--- config.mk ---
export PLATFORM = sky130hd
export DESIGN_NAME = disp_refresh_ctrl
export DESIGN_NICKNAME = d
export VERILOG_FILES = /design/src/rtl/disp_refresh_pkg.sv /design/src/rtl/dr_cmd_decode.sv /design/src/rtl/dr_disp_ram.sv /design/src/rtl/dr_scan.sv /design/src/rtl/disp_refresh_ctrl.sv
export SDC_FILE = /design/constraint.sdc
export NUM_CORES = 1
export LEC_CHECK = 0
export ABC_AREA = 1
export BUFFER_PORTS_ARGS = -buffer_cell sky130_fd_sc_hd__buf_2
export CORE_ASPECT_RATIO = 1.1
export CORE_MARGIN = 1
export CORE_UTILIZATION = 50
export CTS_BUF_LIST = sky130_fd_sc_hd__clkbuf_8
export DETAILED_ROUTE_END_ITERATION = 6
export HOLD_SLACK_MARGIN = 0.1
export PLACE_DENSITY = 0.75
export SYNTH_ARGS = -nofsm -noshare
export SYNTH_HDL_FRONTEND = slang
export SYNTH_SLANG_ARGS = --single-unit
--- constraint.sdc ---
create_clock -name clk -period 7.05 [get_ports clk]
set_clock_uncertainty 0.2 [all_clocks]
set_input_delay 0.3525 -clock clk [delete_from_list [all_inputs] [get_ports clk]]
set_output_delay 0.3525 -clock clk [all_outputs]
set_load 0.01 [all_outputs]
--- src/rtl/disp_refresh_pkg.sv ---
package disp_refresh_pkg;
  localparam int DIGITS_MAX = 16;
  localparam int AW         = $clog2(DIGITS_MAX);

  typedef enum logic [1:0] {
    K_CMD = 2'b00,
    K_WR  = 2'b01,
    K_RD  = 2'b10,
    K_NOP = 2'b11
  } kind_e;

  typedef enum logic [2:0] {
    OP_MODE = 3'b000,
    OP_PTR  = 3'b100,
    OP_NIB  = 3'b101,
    OP_CLR  = 3'b110
  } op_e;

  typedef struct packed {
    logic       set_mode;
    logic       set_ptr;
    logic       set_nib;
    logic       clr;
    logic [4:0] arg;
  } cmd_t;
endpackage

--- src/rtl/dr_cmd_decode.sv ---
module dr_cmd_decode
  import disp_refresh_pkg::*;
(
  input  logic       take,
  input  logic [7:0] cmd_byte,
  output cmd_t       cmd
);
  always_comb begin
    cmd     = '0;
    cmd.arg = cmd_byte[4:0];
    if (take) begin
      unique case (cmd_byte[7:5])
        OP_MODE: cmd.set_mode = 1'b1;
        OP_PTR:  cmd.set_ptr  = 1'b1;
        OP_NIB:  cmd.set_nib  = 1'b1;
        OP_CLR:  cmd.clr      = 1'b1;
        default: ;
      endcase
    end
  end
endmodule

--- src/rtl/dr_disp_ram.sv ---
module dr_disp_ram #(
  parameter int DEPTH = 16,
  parameter int W     = 8,
  localparam int AW   = $clog2(DEPTH),
  localparam int HW   = W / 2
) (
  input  logic          clk,
  input  logic          rst_n,
  input  logic          clr,
  input  logic          wr_en,
  input  logic          wr_shift,
  input  logic [AW-1:0] wr_addr,
  input  logic [AW-1:0] last_idx,
  input  logic [W-1:0]  wr_data,
  input  logic          keep_hi,
  input  logic          keep_lo,
  input  logic [AW-1:0] rd_addr,
  output logic [W-1:0]  rd_data,
  input  logic [AW-1:0] scan_addr,
  output logic [W-1:0]  scan_data
);
  logic [W-1:0]  mem [DEPTH];
  logic [AW-1:0] tgt;
  logic [W-1:0]  merged;

  assign tgt     = wr_shift ? last_idx : wr_addr;
  assign merged  = {keep_hi ? mem[tgt][W-1:HW] : wr_data[W-1:HW],
                    keep_lo ? mem[tgt][HW-1:0] : wr_data[HW-1:0]};
  assign rd_data   = mem[rd_addr];
  assign scan_data = mem[scan_addr];

  for (genvar i = 0; i < DEPTH; i++) begin : g_loc
    always_ff @(posedge clk) begin
      if (!rst_n || clr) begin
        mem[i] <= '0;
      end else if (wr_en) begin
        if (wr_shift) begin
          if (AW'(i) < last_idx)       mem[i] <= mem[(i + 1) % DEPTH];
          else if (AW'(i) == last_idx) mem[i] <= merged;
        end else if (AW'(i) == wr_addr) begin
          mem[i] <= merged;
        end
      end
    end
  end
endmodule

--- src/rtl/dr_scan.sv ---
module dr_scan #(
  parameter int SCAN_DIV = 4,
  parameter int AW       = 4,
  localparam int DW      = (SCAN_DIV > 1) ? $clog2(SCAN_DIV) : 1
) (
  input  logic          clk,
  input  logic          rst_n,
  input  logic [AW-1:0] last_idx,
  output logic [AW-1:0] idx,
  output logic          slot_start
);
  logic [DW-1:0] div;
  logic          slot_end;

  assign slot_end   = (div == DW'(SCAN_DIV - 1));
  assign slot_start = (div == '0);

  always_ff @(posedge clk) begin
    if (!rst_n) begin
      div <= '0;
      idx <= '0;
    end else if (slot_end) begin
      div <= '0;
      idx <= (idx >= last_idx) ? '0 : idx + 1'b1;
    end else begin
      div <= div + 1'b1;
    end
  end
endmodule

--- src/rtl/disp_refresh_ctrl.sv ---
module disp_refresh_ctrl
  import disp_refresh_pkg::*;
#(
  parameter int SCAN_DIV = 4
) (
  input  logic       clk,
  input  logic       rst_n,
  input  logic       in_valid,
  output logic       in_ready,
  input  logic [1:0] in_kind,
  input  logic [7:0] in_byte,
  output logic       rd_valid,
  input  logic       rd_ready,
  output logic [7:0] rd_data,
  output logic [3:0] scan_idx,
  output logic       disp_blank,
  output logic [3:0] seg_hi,
  output logic [3:0] seg_lo
);
  cmd_t          cmd;
  logic          accept, wr_en, rd_go;
  logic [1:0]    mode;
  logic [AW-1:0] ptr, ptr_eff, last_idx, ram_rd;
  logic          auto_inc, inh_hi, inh_lo, blk_hi, blk_lo;
  logic [7:0]    ram_rd_data, scan_data;

  assign in_ready = !rd_valid;
  assign accept   = in_valid && in_ready;
  assign wr_en    = accept && (in_kind == K_WR);
  assign rd_go    = accept && (in_kind == K_RD);
  assign last_idx = mode[0] ? AW'(DIGITS_MAX - 1) : AW'(DIGITS_MAX / 2 - 1);
  assign ptr_eff  = ptr & last_idx;
  assign ram_rd   = ptr_eff;

  dr_cmd_decode u_dec (
    .take     (accept && (in_kind == K_CMD)),
    .cmd_byte (in_byte),
    .cmd      (cmd)
  );

  dr_disp_ram #(.DEPTH(DIGITS_MAX), .W(8)) u_ram (
    .clk       (clk),
    .rst_n     (rst_n),
    .clr       (cmd.clr),
    .wr_en     (wr_en),
    .wr_shift  (mode[1]),
    .wr_addr   (ptr_eff),
    .last_idx  (last_idx),
    .wr_data   (in_byte),
    .keep_hi   (inh_hi),
    .keep_lo   (inh_lo),
    .rd_addr   (ram_rd),
    .rd_data   (ram_rd_data),
    .scan_addr (scan_idx),
    .scan_data (scan_data)
  );

  dr_scan #(.SCAN_DIV(SCAN_DIV), .AW(AW)) u_scan (
    .clk        (clk),
    .rst_n      (rst_n),
    .last_idx   (last_idx),
    .idx        (scan_idx),
    .slot_start (disp_blank)
  );

  always_ff @(posedge clk) begin
    if (!rst_n) begin
      mode     <= 2'b00;
      ptr      <= '0;
      auto_inc <= 1'b0;
      {inh_hi, inh_lo, blk_hi, blk_lo} <= '0;
    end else begin
      if (cmd.set_mode) mode <= cmd.arg[1:0];
      if (cmd.set_nib)  {inh_hi, inh_lo, blk_hi, blk_lo} <= cmd.arg[3:0];
      if (cmd.clr) begin
        ptr <= '0;
      end else if (cmd.set_ptr) begin
        ptr      <= cmd.arg[AW-1:0];
        auto_inc <= cmd.arg[4];
      end else if (auto_inc && (rd_go || (wr_en && !mode[1]))) begin
        ptr <= (ptr_eff + 1'b1) & last_idx;
      end
    end
  end

  always_ff @(posedge clk) begin
    if (!rst_n) begin
      rd_valid <= 1'b0;
      rd_data  <= '0;
    end else if (rd_go) begin
      rd_valid <= 1'b1;
      rd_data  <= ram_rd_data;
    end else if (rd_valid && rd_ready) begin
      rd_valid <= 1'b0;
    end
  end

  assign seg_hi = (disp_blank || blk_hi) ? 4'h0 : scan_data[7:4];
  assign seg_lo = (disp_blank || blk_lo) ? 4'h0 : scan_data[3:0];
endmodule

==> results by group <==
Status
  • Outcome: completed

Synth
  • Yosys reg bits: 158
  • Synthesized instance count: 1518
  • Warnings from Yosys: 0
  • Synth unique cells: 32
  • Post-Syn Area: between 0.01 and 0.015 mm2
  • Sequential element share of the synthesized area: 41.78%
  • Syn nets: 1540
  • Ys flop type: edfxtp_1
  • EDFF count, synth: about 130
  • Post-synthesis async set-or-reset flop share: 0%
  • Syn_area_per_cell: ~7 um2

STA
  • Final Max Tran Viols: 0
  • Final number of setup-violating endpoints: 0
  • Fmax: 261.6 MHz
  • Tmin final: 3.823 ns
  • Worst slew pin tran: 1.160 ns
  • Final period util: 54.23%
  • RSZ-0062 raised after global routing: no
  • Max-slew headroom: 22.56%
  • Hold Fails Final Rpt: 0
  • Fin Setup TNS: 0 ns

Clock tree
  • Htree depth: 4
  • CTS tree: built
  • Clock Latency Late Sink: 0.48 ns
  • CTS root buffer: clkbuf_8
  • Max clock buf depth: 2
  • Setup bufs post-CTS: 0
  • Num CTS Buffers: 17
  • Clk pin slew, worst setup/hold paths: 0.09 ns
  • Clock Sinks: 158

Critical path
  • Largest fanout on the critical path: 23
  • Critical Path, Cell by Cell: clkinv_1 > buf_4 > a21oi_1 > o21ai_0 > nand3_1 > nand3_1 > a21oi_1 > buf_2
  • RR Endpoint: u_ram.mem[8][3]
  • Largest stage delay, worst path: slightly above 0.7 ns
  • Reg2reg setup slack: ~3.5 ns
  • R2r startpoint: ptr[1]
  • Crit path capture type: output pin
  • Type of the worst setup path: flop to output pin
  • Reg2Reg Depth: 12
  • CP startpoint kind: flop
  • Req. time, crit path: 6.50 ns
  • Crit path DAT: 3.27 ns
  • Critical-path top delay cell: clkinv_1

Floorplanning
  • CORE AREA: 0.02071 mm2
  • Chip height: 155.0 um
  • Die extent in x: 141.1 um
  • Die ar.: 0.02186 mm2
  • I/O pins: 37
  • Initial core utilization: 51.35%
  • Site Rows: 55

Finish
  • Fin util: a little over half
  • Area Overhead vs Synth: 6.081%
  • Sequential Area: 0.004448 mm2
  • Multi-input logic area: 0.005281 mm2
  • Layout cells sized above 1: 8.471%
  • Number of antenna diodes: 0
  • # fillers: 2003
  • Layout Nets: 1520

Power and ir drop
  • Switching share of total power: ~28%
  • Comb pwr share: 11.4%
  • Maximum vdd drop: 125.7 uV
  • Share of power burned in the clock network: 35.7%
  • Cell Pwr Density: approximately 180 mW/mm2
  • Sw power: 0.5793 mW
  • Flop pwr share: ~53%
  • P_leak: around 4.6 nW
  • Cell internal pwr: 1.454 mW

Placement
  • Final GP Congestion: 0.9354
  • Hpwl dp: around 25000 um
  • Input/output buffers: 36

Routing
  • Final wirelength: 36080 um
  • Residual DRC: 0
  • Vias/cell: 6.081
  • DRT antenna net count: 0
  • Drt first pass iters: 7
  • Routed WL per cell: 20.09 um
  • Iter 0 DRT Violations: 1836
  • Via count: around 11000

GRT
  • Grt total ovfl: 0
  • First-pass GRT wire length: 55140 um
  • Largest net degree at the start of global routing: 68
  • Vias in the first global route: 9682
  • GRT Overall Usage: 33.37%
  • Initial antenna violation count: 0

Run
  • Maxcap violations: 0

Min path
  • Worst Hold End: mode[1]
  • Worst min-delay path class: primary input to flop
  • HP Start: in_kind[1]
  • Hold path depth: 4
-- power groups by stage --
stage | clock network (mW) | registers [mW] | logic, mW
after floorplan | 0 | 1.08 | 0.151
after global placement | 0 | 1.10 | 0.217
after detailed placement | 0 | 1.10 | 0.220
after CTS | 0.719 | 1.07 | 0.223
after global routing | 0.752 | 1.08 | 0.248
final | 0.725 | 1.08 | 0.231
-- how the worst max path moves through the flow --
| stage | cells after the start | startpoint | slack [ns] | end |
|---|---|---|---|---|
| floorplan | 8 | ptr[1] | 4.64 | u_ram.mem[0][0] |
| global placement | 7 | rst_n | 3.70 | u_ram.mem[3][4] |
| detailed placement | 7 | rst_n | 3.66 | u_ram.mem[3][4] |
| CTS | 8 | flop | 3.37 | seg_hi[3] |
| global route | 8 | flop | 3.15 | seg_hi[3] |
| finish | 8 | flop | 3.23 | seg_hi[3] |
-- stage by stage --
stage	power (mW)	cells	instance area (um2)	hold WS, ns	worst slack (ns)
2_1_floorplan	1.233	1518	10640	0.2173	4.639
3_3_place_gp	1.313	1758	10820	0.2259	3.700
3_5_place_dp	1.316	1758	10820	0.2355	3.659
4_1_cts	2.017	1796	11280	0.1059	3.373
5_1_grt	2.081	1796	11280	0.1376	3.152
6_report	2.033	1796	11280	0.1187	3.227
-- sequential cells by signal (all words and copies together), names as in the netlist, named ones only --
name and flops:
mode 2, u_scan.div 2, inh_hi 1, blk_hi 1, ptr 4, rd_valid 1, rd_data 8, inh_lo 1
u_scan.idx 4, blk_lo 1, u_ram.mem 128, auto_inc 1
-- kinds of logic (layout without fill, tap and decap cells) --
group	count (synthesis)	in the layout	synth area share, %
compound gates	355	355	17.36
xor+xnor	2	2	0.1647
fa+ha+maj	8	8	0.9411
buf+inv	215	208	8.681
flops	158	158	41.78
simple gates	780	780	31.07
-- critical path: cells and delay by family (launching register included) --
| family | cells | cell delay [ns] |
|---|---|---|
| AOI/OAI and AO/OA | 3 | 0.58 |
| and+or+nand+nor | 2 | 0.23 |
| DFF | 1 | 0.54 |
| buffers and inverters | 3 | 1.42 |
-- routing by layer --
layer	part of all wire [%]	up-vias	wire length, um	GRT usage, %
li1	-	5069	-	-
met1	39	4901	13980	44.65
met2	45	821	16250	52.36
met3	11	130	4123	5.294
met4	4.8	0	1725	17.13
met5	0	-	0	0
-- synth_stat cells, types with 6 or more instances --
cell | instances | area share [%]
o21ai_0 | 174 | 8.2
dfxtp_1 | 30 | 5.6
buf_4 | 7 | 0.49
inv_1 | 106 | 3.7
o211ai_1 | 16 | 1.1
buf_2 | 30 | 1.4
nand2_2 | 6 | 0.35
buf_6 | 7 | 0.74
nand2_1 | 467 | 16
ha_1 | 8 | 0.94
buf_1 | 8 | 0.28
nor2_2 | 9 | 0.53
nand4_1 | 8 | 0.47
nor2_1 | 83 | 2.9
a21oi_1 | 120 | 5.6
nor3_1 | 6 | 0.28
nand3_1 | 183 | 8.6
edfxtp_1 | 128 | 36
inv_2 | 13 | 0.46
o21ai_1 | 32 | 1.5
clkbuf_1 | 42 | 1.5
or2_2 | 9 | 0.53
-- layout by cell type (no fill, tap or decap), drive strengths merged, types with 9 or more instances in the layout --
cell    synthesis  routed
nand2         473     473
o21ai         206     206
nand3         186     186
edfxtp        128     128
inv           119     122
a21oi         120     120
nor2           95      95
buf            52      49
dfxtp          30      30
clkbuf         42      17
o211ai         16      16
or2             9       9
nor3            9       9
-- cell type report --
class,instances,area share [%]
Multi-Input combinational cell,1145,46.81
Sequential cell,158,39.42
Clock buffer,17,2.074
Clock inverter,15,1.519
Inverter,121,4.025
Tap cell,285,3.160
Timing Repair Buffer,55,2.994
-- timing repair --
item,4_1_cts,5_1_grt
hold endpoints to repair,12,0
hold buffers,6,0
endpoints found under the setup margin,0,0
gates resized for setup,0,0
Note: power is estimated with default switching activity, not from simulation.
